[src/rtl/sar_bus_ctrl.sv]
module sar_bus_ctrl #(
  parameter int W        = 8,
  parameter int BIT_CLKS = 8,
  parameter int ALIGN    = 8
) (
  input  logic         clk,
  input  logic         rst_n,
  input  logic         cs_n,
  input  logic         wr_n,
  input  logic         rd_n,
  input  logic         cmp_hi,
  output logic [W-1:0] trial,
  output logic [W-1:0] dout,
  output logic         doe,
  output logic         intr_n
);
  localparam int SW = (BIT_CLKS > 1) ? $clog2(BIT_CLKS) : 1;
  localparam int PW = (ALIGN > 1) ? $clog2(ALIGN) : 1;
  localparam logic [SW-1:0] SLOT_LAST = SW'(BIT_CLKS - 1);
  localparam logic [PW-1:0] PH_LAST   = PW'(ALIGN - 1);
  localparam logic [W-1:0]  MSB       = {1'b1, {(W-1){1'b0}}};

  typedef enum logic [1:0] {S_IDLE, S_HOLD, S_ALIGN, S_CONV} st_t;

  logic [1:0]    cs_q, wr_q, rd_q;
  logic          rd_seen;
  st_t           st;
  logic [PW-1:0] ph;
  logic [SW-1:0] slot;
  logic [W-1:0]  mask, sar, decided;
  logic          hold, rd_req, rd_pulse, conv, decide, last;

  assign hold     = !cs_q[1] && !wr_q[1];
  assign rd_req   = !cs_q[1] && !rd_q[1];
  assign rd_pulse = rd_req && !rd_seen;
  assign conv     = (st == S_CONV);
  assign decide   = conv && (slot == SLOT_LAST);
  assign last     = mask[0];
  assign decided  = cmp_hi ? sar : (sar & ~mask);
  assign trial    = sar;
  assign doe      = !cs_n && !rd_n;

  always_ff @(posedge clk or negedge rst_n)
    if (!rst_n) begin
      cs_q <= 2'b11;
      wr_q <= 2'b11;
      rd_q <= 2'b11;
      rd_seen <= 1'b0;
      ph <= '0;
    end else begin
      cs_q <= {cs_q[0], cs_n};
      wr_q <= {wr_q[0], wr_n};
      rd_q <= {rd_q[0], rd_n};
      rd_seen <= rd_req;
      ph <= (ph == PH_LAST) ? '0 : ph + 1'b1;
    end

  always_ff @(posedge clk or negedge rst_n)
    if (!rst_n) begin
      st <= S_IDLE;
      slot <= '0;
      mask <= '0;
      sar <= '0;
      dout <= '0;
      intr_n <= 1'b1;
    end else if (hold) begin
      st <= S_HOLD;
      slot <= '0;
      mask <= '0;
      sar <= '0;
      intr_n <= 1'b1;
    end else begin
      if (rd_pulse) intr_n <= 1'b1;
      case (st)
        S_HOLD: st <= S_ALIGN;
        S_ALIGN:
          if (ph == PH_LAST) begin
            st <= S_CONV;
            mask <= MSB;
            sar <= MSB;
            slot <= '0;
          end
        S_CONV:
          if (decide) begin
            slot <= '0;
            if (last) begin
              sar <= decided;
              dout <= decided;
              intr_n <= 1'b0;
              mask <= '0;
              st <= S_IDLE;
            end else begin
              mask <= mask >> 1;
              sar <= decided | (mask >> 1);
            end
          end else begin
            slot <= slot + 1'b1;
          end
        default: ;
      endcase
    end
endmodule


[config.mk]
export PLATFORM = sky130hd
export DESIGN_NAME = sar_bus_ctrl
export DESIGN_NICKNAME = d
export VERILOG_FILES = /design/src/rtl/sar_bus_ctrl.sv
export SDC_FILE = /design/constraint.sdc
export NUM_CORES = 1
export LEC_CHECK = 0
export ABC_AREA = 1
export CAP_MARGIN = 20
export CORE_MARGIN = 4
export CORE_UTILIZATION = 50
export CTS_CLUSTER_SIZE = 16
export DETAILED_ROUTE_END_ITERATION = 8
export MAX_ROUTING_LAYER = met4
export PLACE_DENSITY = 0.72
export SYNTH_ARGS = -nofsm -noshare
export SYNTH_HDL_FRONTEND = slang
export SYNTH_SLANG_ARGS = --single-unit
[constraint.sdc]
create_clock -name clk -period 1.8 [get_ports clk]
set_clock_uncertainty 0.2 [all_clocks]
set_input_delay 0.27 -clock clk [delete_from_list [all_inputs] [get_ports clk]]
set_output_delay 0.27 -clock clk [all_outputs]
set_load 0.01 [all_outputs]
==> flow_metrics.tcl, run 1 <==
set metrics [dict create \
    peakVddDrop_mv 0.671 \
    setup_viol 0 \
    required_ns 1.77 \
    status "completed" \
    dpl.hpwl_mm 2.50 \
    synth_cells 197 \
    cts_root_buffer "clkbuf_8" \
    cts_tree "done" \
    arrival_ns 1.73 \
    worst_pin_slew_ns 0.472 \
    synth_area_per_cell_um2 9.51 \
    p_leak_uw 0.00116 \
    clk_latency_ns 0.29 \
    clk_pin_slew_ns 0.07 \
    track_usage_pct 16.9 \
    cts.htree.levels 2 \
    synth_seq_cells 40 \
    yosys-top-cells-count "nand2_1 (81), dfrtp_1 (33), nand3_1 (9), o21ai_2 (9)" \
    drive_gt1_share_pct 24.7 \
    die_width_um 69.2 \
    rows 21 \
    netSwitchingFraction_pct 36.1 \
    hold-worst-slack_ns 0.156 \
    via_per_inst 5.05 \
    power.density_mw_per_mm2 1230 \
    p_total_uw 2930 \
    fin_nets 249 \
    post_synth_num_cell_types 25 \
    final_antenna_net_count 0 \
    start_util_pct 54.0 \
    max_freq_ghz 0.568 \
    setup_slack_ns 0.0404 \
    slew_viol_final 0 \
    ys_warn_count 0 \
    path_buf_inv 2 \
    reg2reg_depth 8 \
    slowest_delay_ns 0.39 \
    ys_seq_area_share_pct 53.9 \
    relSlewSlack_pct 68.5 \
    seq_power_share_pct 37.2 \
    syn_nets 211 \
    synth_top_flop_cell "dfrtp_1" \
    min_period_ns 1.76 \
    via_count 1418 \
    fin_crit_sh_pct 97.8 \
    startpoint_type "flop" \
    area_growth_pct 27.6 \
    hold_path.class "flop to flop" \
    grt_pass1_wl_mm 6.38 \
    antenna_found_initial 0 \
    yosysMostFrequentCell "nand2_1" \
    pre_cts_ws_ns -0.00000222 \
    grt_pass1_vias 1381 \
    r2r_slack_ns 0.04 \
    timing_worst_setup_path_type "flop to flop" \
    fin_util_pct 68.9 \
    synth_top_area_share_pct 44.1 \
    maxCapViolations 0 \
    syn_area_mm2 0.00187 \
    grt_max_degree 22 \
    io_pins 24 \
    internal-power_uw 1880 \
    wl_mm 3.74 \
    hold_violations 0 \
    routedWlPerCell_um 13.3 \
    routabilityCongestion 0.785 \
    hold_depth 0 \
    crit_cells 8 \
    synth_area_leader_cell "dfrtp_1" \
    port-buffer-count 23 \
    critPathSlowestCell "dfrtp_1" \
    cp_top_family "adder cells" \
    path_cells "ha_1 > ha_1 > nor2_2 > nand2_2 > buf_4 > nand3_2 > buf_4 > o21ai_2" \
    drc 0 \
    cts-buffers-inserted 5 \
    first_iter_violations 56 \
    core_area_mm2 0.00347 \
    die-area_mm2 0.00479 \
    fp.dieH_um 69.2 \
    clockPowerShare_pct 18.8 \
    synth_edf_count 0 \
    overflow 0 \
    ys_top_cells_by_area "dfrtp_1 (44%), nand2_1 (16%), dfstp_2 (9.8%)" \
    dr.pass1.iters 4 \
    critPathCaptureType "flop" \
    cts.sinks 40 \
    p_sw_uw 1060 \
    p_comb_share_pct 44.0 \
    worstPathMaxFanout 4 \
    diodes 0 \
    clk_path_buf_depth 2 \
    async_reset_ff_share_pct 100 \
    tns_ns 0 \
]
## routing by layer
layer	up-vias	track usage [%]	routed length [um]
li1	705	-	-
met1	682	21.3	1760
met2	27	27.2	1830
met3	4	4.35	116
met4	0	4.56	32
met5	-	-	0
## through the flow
stage	instances	area (um2)
6_report	281	2390
5_1_grt	281	2390
4_1_cts	275	2280
3_5_place_dp	267	2190
3_3_place_gp	267	2190
2_1_floorplan	197	1870
## repair_timing
| action | CTS | global route |
|---|---|---|
| resized for setup | 2 | 10 |
| hold buffers | 1 | 0 |
| hold endpoints to repair | 12 | 0 |
| gates cloned | 0 | 3 |
| setup buffers | 0 | 3 |
| setup endpoints to repair | 2 | 23 |
| pin swaps | 0 | 1 |
## cell usage in the layout, fill, tap and decap left out, drive strengths merged
| cell type | count |
|---|---|
| clkbuf | 8 |
| dlygate4sd3 | 1 |
| clkdlybuf4s50 | 20 |
| inv | 11 |
| o21ai | 14 |
| o31ai | 1 |
| nand3 | 14 |
| clkinv | 1 |
| nor2 | 10 |
| ha | 8 |
| nand2 | 87 |
| or2 | 2 |
| dfstp | 7 |
| buf | 9 |
| a21boi | 7 |
| dlygate4sd2 | 2 |
| dfrtp | 33 |
## worst reg2reg max path: stages, from the launching register on
cell,delay (ns)
dfrtp_1,0.39
ha_1,0.21
ha_1,0.21
nor2_2,0.12
nand2_2,0.10
buf_4,0.15
nand3_2,0.10
buf_4,0.13
o21ai_2,0.05
## final cells by class
cell class	instances	area, um2
clock buffers	6	72.6
clock inverters	1	5.00
fillers	280	1080
inverters	11	43.8
multi-input cells	143	808
flip-flops and latches	40	1010
well taps	46	57.6
repair buffers	34	393
## state kept, by name, summed over array words and instances (netlist names)
| signal | count |
|---|---|
| slot | 3 |
| ph | 3 |
| intr_n | 1 |
| rd_seen | 1 |
| dout | 8 |
| st | 2 |
| trial | 8 |
| mask | 8 |
| wr_q | 2 |
| cs_q | 2 |
| rd_q | 2 |
## logic make-up (layout without fill, tap and decap cells)
logic type | Yosys count | in the layout | share of synthesized area, %
compound gates | 22 | 22 | 8.75
fa+ha+maj | 8 | 8 | 5.34
buf+inv | 15 | 52 | 4.94
flops | 40 | 40 | 53.9
simple gates | 112 | 113 | 27.1
## power groups by stage
stage          sequential [uW]  combinational [uW]  clock, uW
2_1_floorplan             1090                 720          0
3_3_place_gp              1090                 970          0
3_5_place_dp              1090                 999          0
6_report                  1090                1290        553
5_1_grt                   1100                1410        611
4_1_cts                   1080                1000        574
## path summary, 6_finish.rpt
kind / start / to
worst max register to register: ph[0]$_DFF_PN0_ / trial[7]$_DFFE_PN0P_
max in group asynchronous: rst_n / trial[2]$_DFFE_PN0P_
worst min register to register: rd_q[0]$_DFF_PN1_ / rd_q[1]$_DFF_PN1_
min in group asynchronous: rst_n / mask[7]$_DFFE_PN0P_
worst max-delay path: ph[0]$_DFF_PN0_ / trial[7]$_DFFE_PN0P_
worst min-delay path: rd_q[0]$_DFF_PN1_ / rd_q[1]$_DFF_PN1_
(Power assumes the default switching activity.)
==> run 2: changes to the inputs <==
Settings changed: CORE_MARGIN 4 to unset.
==> flow_metrics.tcl, run 2 (same netlist as run 1, synthesis figures left out) <==
set metrics [dict create \
    port-buffer-count 23 \
    clk_pin_slew_ns 0.08 \
    path_cells "buf_4 > ha_4 > nor2_2 > nand2_2 > nand3_4 > clkbuf_16 > nand2_2 > o21ai_2" \
    cts_root_buffer "clkbuf_8" \
    worstPathMaxFanout 5 \
    fp.dieH_um 63.2 \
    p_sw_uw 1100 \
    setup_viol 0 \
    slowest_delay_ns 0.43 \
    routabilityCongestion 0.797 \
    rows 21 \
    fillers 269 \
    setup_slack_ns 0.0554 \
    wl_mm 3.81 \
    cp_top_family "simple AND/OR/NAND/NOR gates" \
    netSwitchingFraction_pct 36.1 \
    final_cell_count_no_fill 285 \
    final_cell_mix "nand2_1 (80), dfrtp_1 (31), clkdlybuf4s50_1 (20)" \
    drc 0 \
    timing_worst_setup_path_type "flop to flop" \
    cts.htree.levels 2 \
    reg2reg_depth 8 \
    power.density_mw_per_mm2 1260 \
    area_growth_pct 29.8 \
    hold_depth 0 \
    dr.pass1.iters 4 \
    cts.sinks 40 \
    design_area_mm2 0.00243 \
    grt_pass1_vias 1327 \
    p_comb_share_pct 43.7 \
    die_width_um 63.2 \
    fin_crit_sh_pct 96.9 \
    post-place-cells 269 \
    worstHoldStart "rd_q[0]$_DFF_PN1_" \
    fin_nets 252 \
    core_area_mm2 0.00347 \
    track_usage_pct 20.9 \
    r2r_end "mask[3]$_DFFE_PN0P_" \
    cts-buffers-inserted 5 \
    fin_util_pct 70.1 \
    r2r_slack_ns 0.06 \
    overflow 0 \
    via_count 1450 \
    p_leak_uw 0.00118 \
    diodes 0 \
    start_util_pct 54.0 \
    die-area_mm2 0.00399 \
    slew_viol_final 0 \
    clk_path_buf_depth 2 \
    grt_max_degree 22 \
    required_ns 1.83 \
    critPathSlowestCell "dfrtp_2" \
    first_iter_violations 75 \
    crit_path_frequent_cell "nand2_2" \
    drive_gt1_share_pct 27.6 \
    routedWlPerCell_um 13.4 \
    max_freq_ghz 0.573 \
    seq_power_share_pct 35.5 \
    status "completed" \
    cts_tree "done" \
    hold_violations 0 \
    io_pins 24 \
    startpoint_type "flop" \
    tns_ns 0 \
    clockPowerShare_pct 20.7 \
    peakVddDrop_mv 0.784 \
    pre_cts_ws_ns -0.00156 \
    relSlewSlack_pct 68.2 \
    clk_latency_ns 0.30 \
    final_antenna_net_count 0 \
    arrival_ns 1.77 \
    critPathCaptureType "flop" \
    placed_area_mm2 0.00219 \
    min_period_ns 1.74 \
    antenna_found_initial 0 \
    reg2reg_from "st[0]$_DFFE_PN0P_" \
    maxCapViolations 0 \
    internal-power_uw 1950 \
    grt_pass1_wl_mm 6.06 \
    final_common_cell "nand2_1" \
    hold_path.class "flop to flop" \
    worst_pin_slew_ns 0.476 \
    dpl.hpwl_mm 2.55 \
    worstHoldEndpoint "rd_q[1]$_DFF_PN1_" \
    via_per_inst 5.09 \
    path_buf_inv 2 \
]
run 2: changes by cell type in the layout (fill, tap and decap cells not counted):
cell	before	now
buf_12	4	3
buf_8	0	1
dfrtp_1	33	31
buf_4	4	7
clkbuf_1	1	0
clkbuf_8	5	6
ha_1	6	5
ha_2	1	2
dfrtp_2	0	2
inv_6	0	1
run 2: how the worst max path moves through the flow:
stage	from	endpoint	slack [ns]	cells after the start
floorplan	slot[0]$_DFFE_PN0P_	mask[3]$_DFFE_PN0P_	0.21	7
global placement	cs_n	doe	0.004	3
detailed placement	cs_n	doe	-0.002	3
CTS	ph[0]$_DFF_PN0_	mask[6]$_DFFE_PN0P_	0.005	8
global route	ph[0]$_DFF_PN0_	trial[2]$_DFFE_PN0P_	-0.009	8
finish	st[0]$_DFFE_PN0P_	mask[3]$_DFFE_PN0P_	0.06	8
run 2: metrics by stage:
step | hold WS [ns] | total power (uW)
2_1_floorplan | -0.226 | 1810
3_3_place_gp | 0.0532 | 2040
3_5_place_dp | 0.0547 | 2080
4_1_cts | 0.159 | 2720
5_1_grt | 0.162 | 3230
6_report | 0.158 | 3060
run 2: power groups by stage:
stage	Clock, uW	Sequential [uW]	Combinational (uW)
CTS	649	1080	991
global route	686	1090	1450
detailed placement	0	1100	980
global placement	0	1090	951
finish	633	1090	1340
floorplan	0	1090	720
run 2: timing repair:
action | 4_1_cts | 5_1_grt
setup endpoints to repair | 3 | 27
resized for setup | 3 | 14
hold buffers | 1 | 0
cloned | 0 | 3
buffers inserted | 0 | 4
endpoints found under the hold margin | 19 | 0
pin swaps | 0 | 2
run 2: final cells by class:
type                       count  area, um2  share of cell area, %
sequential                    40       1010                   41.6
multi-input combinational    143        811                   33.4
timing repair buffer          37        410                   16.9
clock buffer                   6       82.6                   3.40
tap                           46       57.6                   2.37
inverter                      11       43.8                   1.80
clock inverter                 2       13.8                  0.566
run 2: metal layers:
layer  up-vias  wire length (um)  track usage [%]
met2        32              1860             32.7
li1        713                 -                -
met5         -                 0                -
met3        10               134             5.62
met1       695              1720             25.1
met4         0                97             9.94
==> run 3: changes to the inputs <==
Settings changed: PLACE_DENSITY 0.72 to 0.71, REMOVE_ABC_BUFFERS set to 1.
==> flow_metrics.tcl, run 3 (same netlist as run 1, synthesis figures left out) <==
set metrics [dict create \
    fp.dieH_um 63.2 \
    pre_cts_ws_ns 0.00749 \
    cp_top_family "adder cells" \
    fin_crit_sh_pct 97.7 \
    min_period_ns 1.76 \
    worstHoldEndpoint "wr_q[1]$_DFF_PN1_" \
    p_leak_uw 0.00115 \
    path_cells "ha_1 > ha_1 > inv_1 > nand3_2 > nand3_4 > buf_12 > nand2_1 > o21ai_2" \
    clk_pin_slew_ns 0.08 \
    dpl.hpwl_mm 2.58 \
    r2r_slack_ns 0.04 \
    track_usage_pct 21.2 \
    clk_path_buf_depth 2 \
    cts.sinks 40 \
    relSlewSlack_pct 68.9 \
    core_area_mm2 0.00347 \
    first_iter_violations 75 \
    via_per_inst 5.11 \
    max_freq_ghz 0.569 \
    critPathCaptureType "flop" \
    grt_pass1_wl_mm 6.24 \
    drc 0 \
    worstHoldStart "wr_q[0]$_DFF_PN1_" \
    worstPathMaxFanout 10 \
    slowest_delay_ns 0.39 \
    startpoint "slot[0]$_DFFE_PN0P_" \
    hold_path.class "flop to flop" \
    start_util_pct 54.0 \
    placed_area_mm2 0.00220 \
    cts_root_buffer "clkbuf_8" \
    antenna_found_initial 0 \
    timing_worst_setup_path_type "flop to flop" \
    p_total_uw 2830 \
    die_width_um 63.2 \
    die-area_mm2 0.00399 \
    hold-worst-slack_ns 0.156 \
    reg2reg_depth 8 \
    area_growth_pct 25.5 \
    worst_pin_slew_ns 0.466 \
    crit_path_frequent_cell "ha_1" \
    overflow 0 \
    hold_depth 0 \
    drive_gt1_share_pct 23.1 \
    diodes 0 \
    fin_nets 247 \
    final_antenna_net_count 0 \
    final_cell_mix "nand2_1 (80), dfrtp_1 (33), clkdlybuf4s50_1 (20)" \
    dr.pass1.iters 4 \
    critPathSlowestCell "dfrtp_1" \
    clk_latency_ns 0.29 \
    cts_tree "done" \
    final_common_cell "nand2_1" \
    arrival_ns 1.78 \
    wl_mm 3.68 \
    setup_slack_ns 0.0418 \
    routedWlPerCell_um 13.1 \
    via_count 1431 \
    required_ns 1.82 \
    port-buffer-count 23 \
    peakVddDrop_mv 0.748 \
    r2r_end "mask[2]$_DFFE_PN0P_" \
    startpoint_type "flop" \
    reg2reg_from "slot[0]$_DFFE_PN0P_" \
    cts-buffers-inserted 5 \
    status "completed" \
    routabilityCongestion 0.778 \
    grt_pass1_vias 1412 \
    rsz0062_at_grt "yes" \
    crit_cells 8 \
    rows 21 \
    power.density_mw_per_mm2 1210 \
    slew_viol_final 0 \
    setup_viol 0 \
    maxCapViolations 0 \
    io_pins 24 \
    cts.htree.levels 2 \
    hold_violations 0 \
    path_buf_inv 2 \
    grt_max_degree 22 \
    design_area_mm2 0.00235 \
]
-- run 3: cell types whose count changed in the layout (fill, tap and decap cells not counted), sizes merged --
cell | before | now
buf | 12 | 9
clkbuf | 8 | 7
clkinv | 1 | 2
clkinvlp | 0 | 1
inv | 12 | 10
nand3 | 14 | 13
-- run 3: metrics by stage --
step	setup TNS (ns)	utilization, %	std cells
3_3_place_gp	-0.00103	63.4	268
5_1_grt	-0.0631	67.8	280
3_5_place_dp	0	63.4	268
4_1_cts	0	66.3	277
6_report	0	67.8	280
2_1_floorplan	0	-	193
-- run 3: worst max-delay path by stage --
stage	end	slack [ns]
6_report	mask[2]$_DFFE_PN0P_	0.04
5_1_grt	mask[2]$_DFFE_PN0P_	-0.02
4_1_cts	trial[5]$_DFFE_PN0P_	0.01
3_5_place_dp	doe	0.007
3_3_place_gp	doe	-0.001
2_1_floorplan	dout[0]$_DFFE_PN0P_	0.03
-- run 3: final cells by class --
cell class / instances / area [um2]
flip-flops and latches: 40 / 1010
well taps: 46 / 57.6
repair buffers: 33 / 368
multi-input cells: 142 / 776
clock inverters: 2 / 10.0
inverters: 11 / 47.5
fillers: 283 / 1120
clock buffers: 6 / 82.6
-- run 3: metal layers --
metal	global-route usage [%]	part of all wire, %	vias to the layer above
met4	10.8	2.2	0
li1	-	-	700
met5	-	0	-
met3	3.99	2.9	7
met1	26.0	46	701
met2	33.6	49	23
-- run 3: what timing repair did --
item,4_1_cts,5_1_grt
buffers inserted,0,2
endpoints found under the setup margin,2,20
hold buffers,1,0
cloned,0,1
pin swaps,0,2
resized for setup,2,4
hold endpoints to repair,12,0
-- run 3: where the power goes --
part | switching [uW] | internal (uW)
logic | 631 | 522
clock network | 300 | 305
registers | 79.4 | 997
total | 1010 | 1820
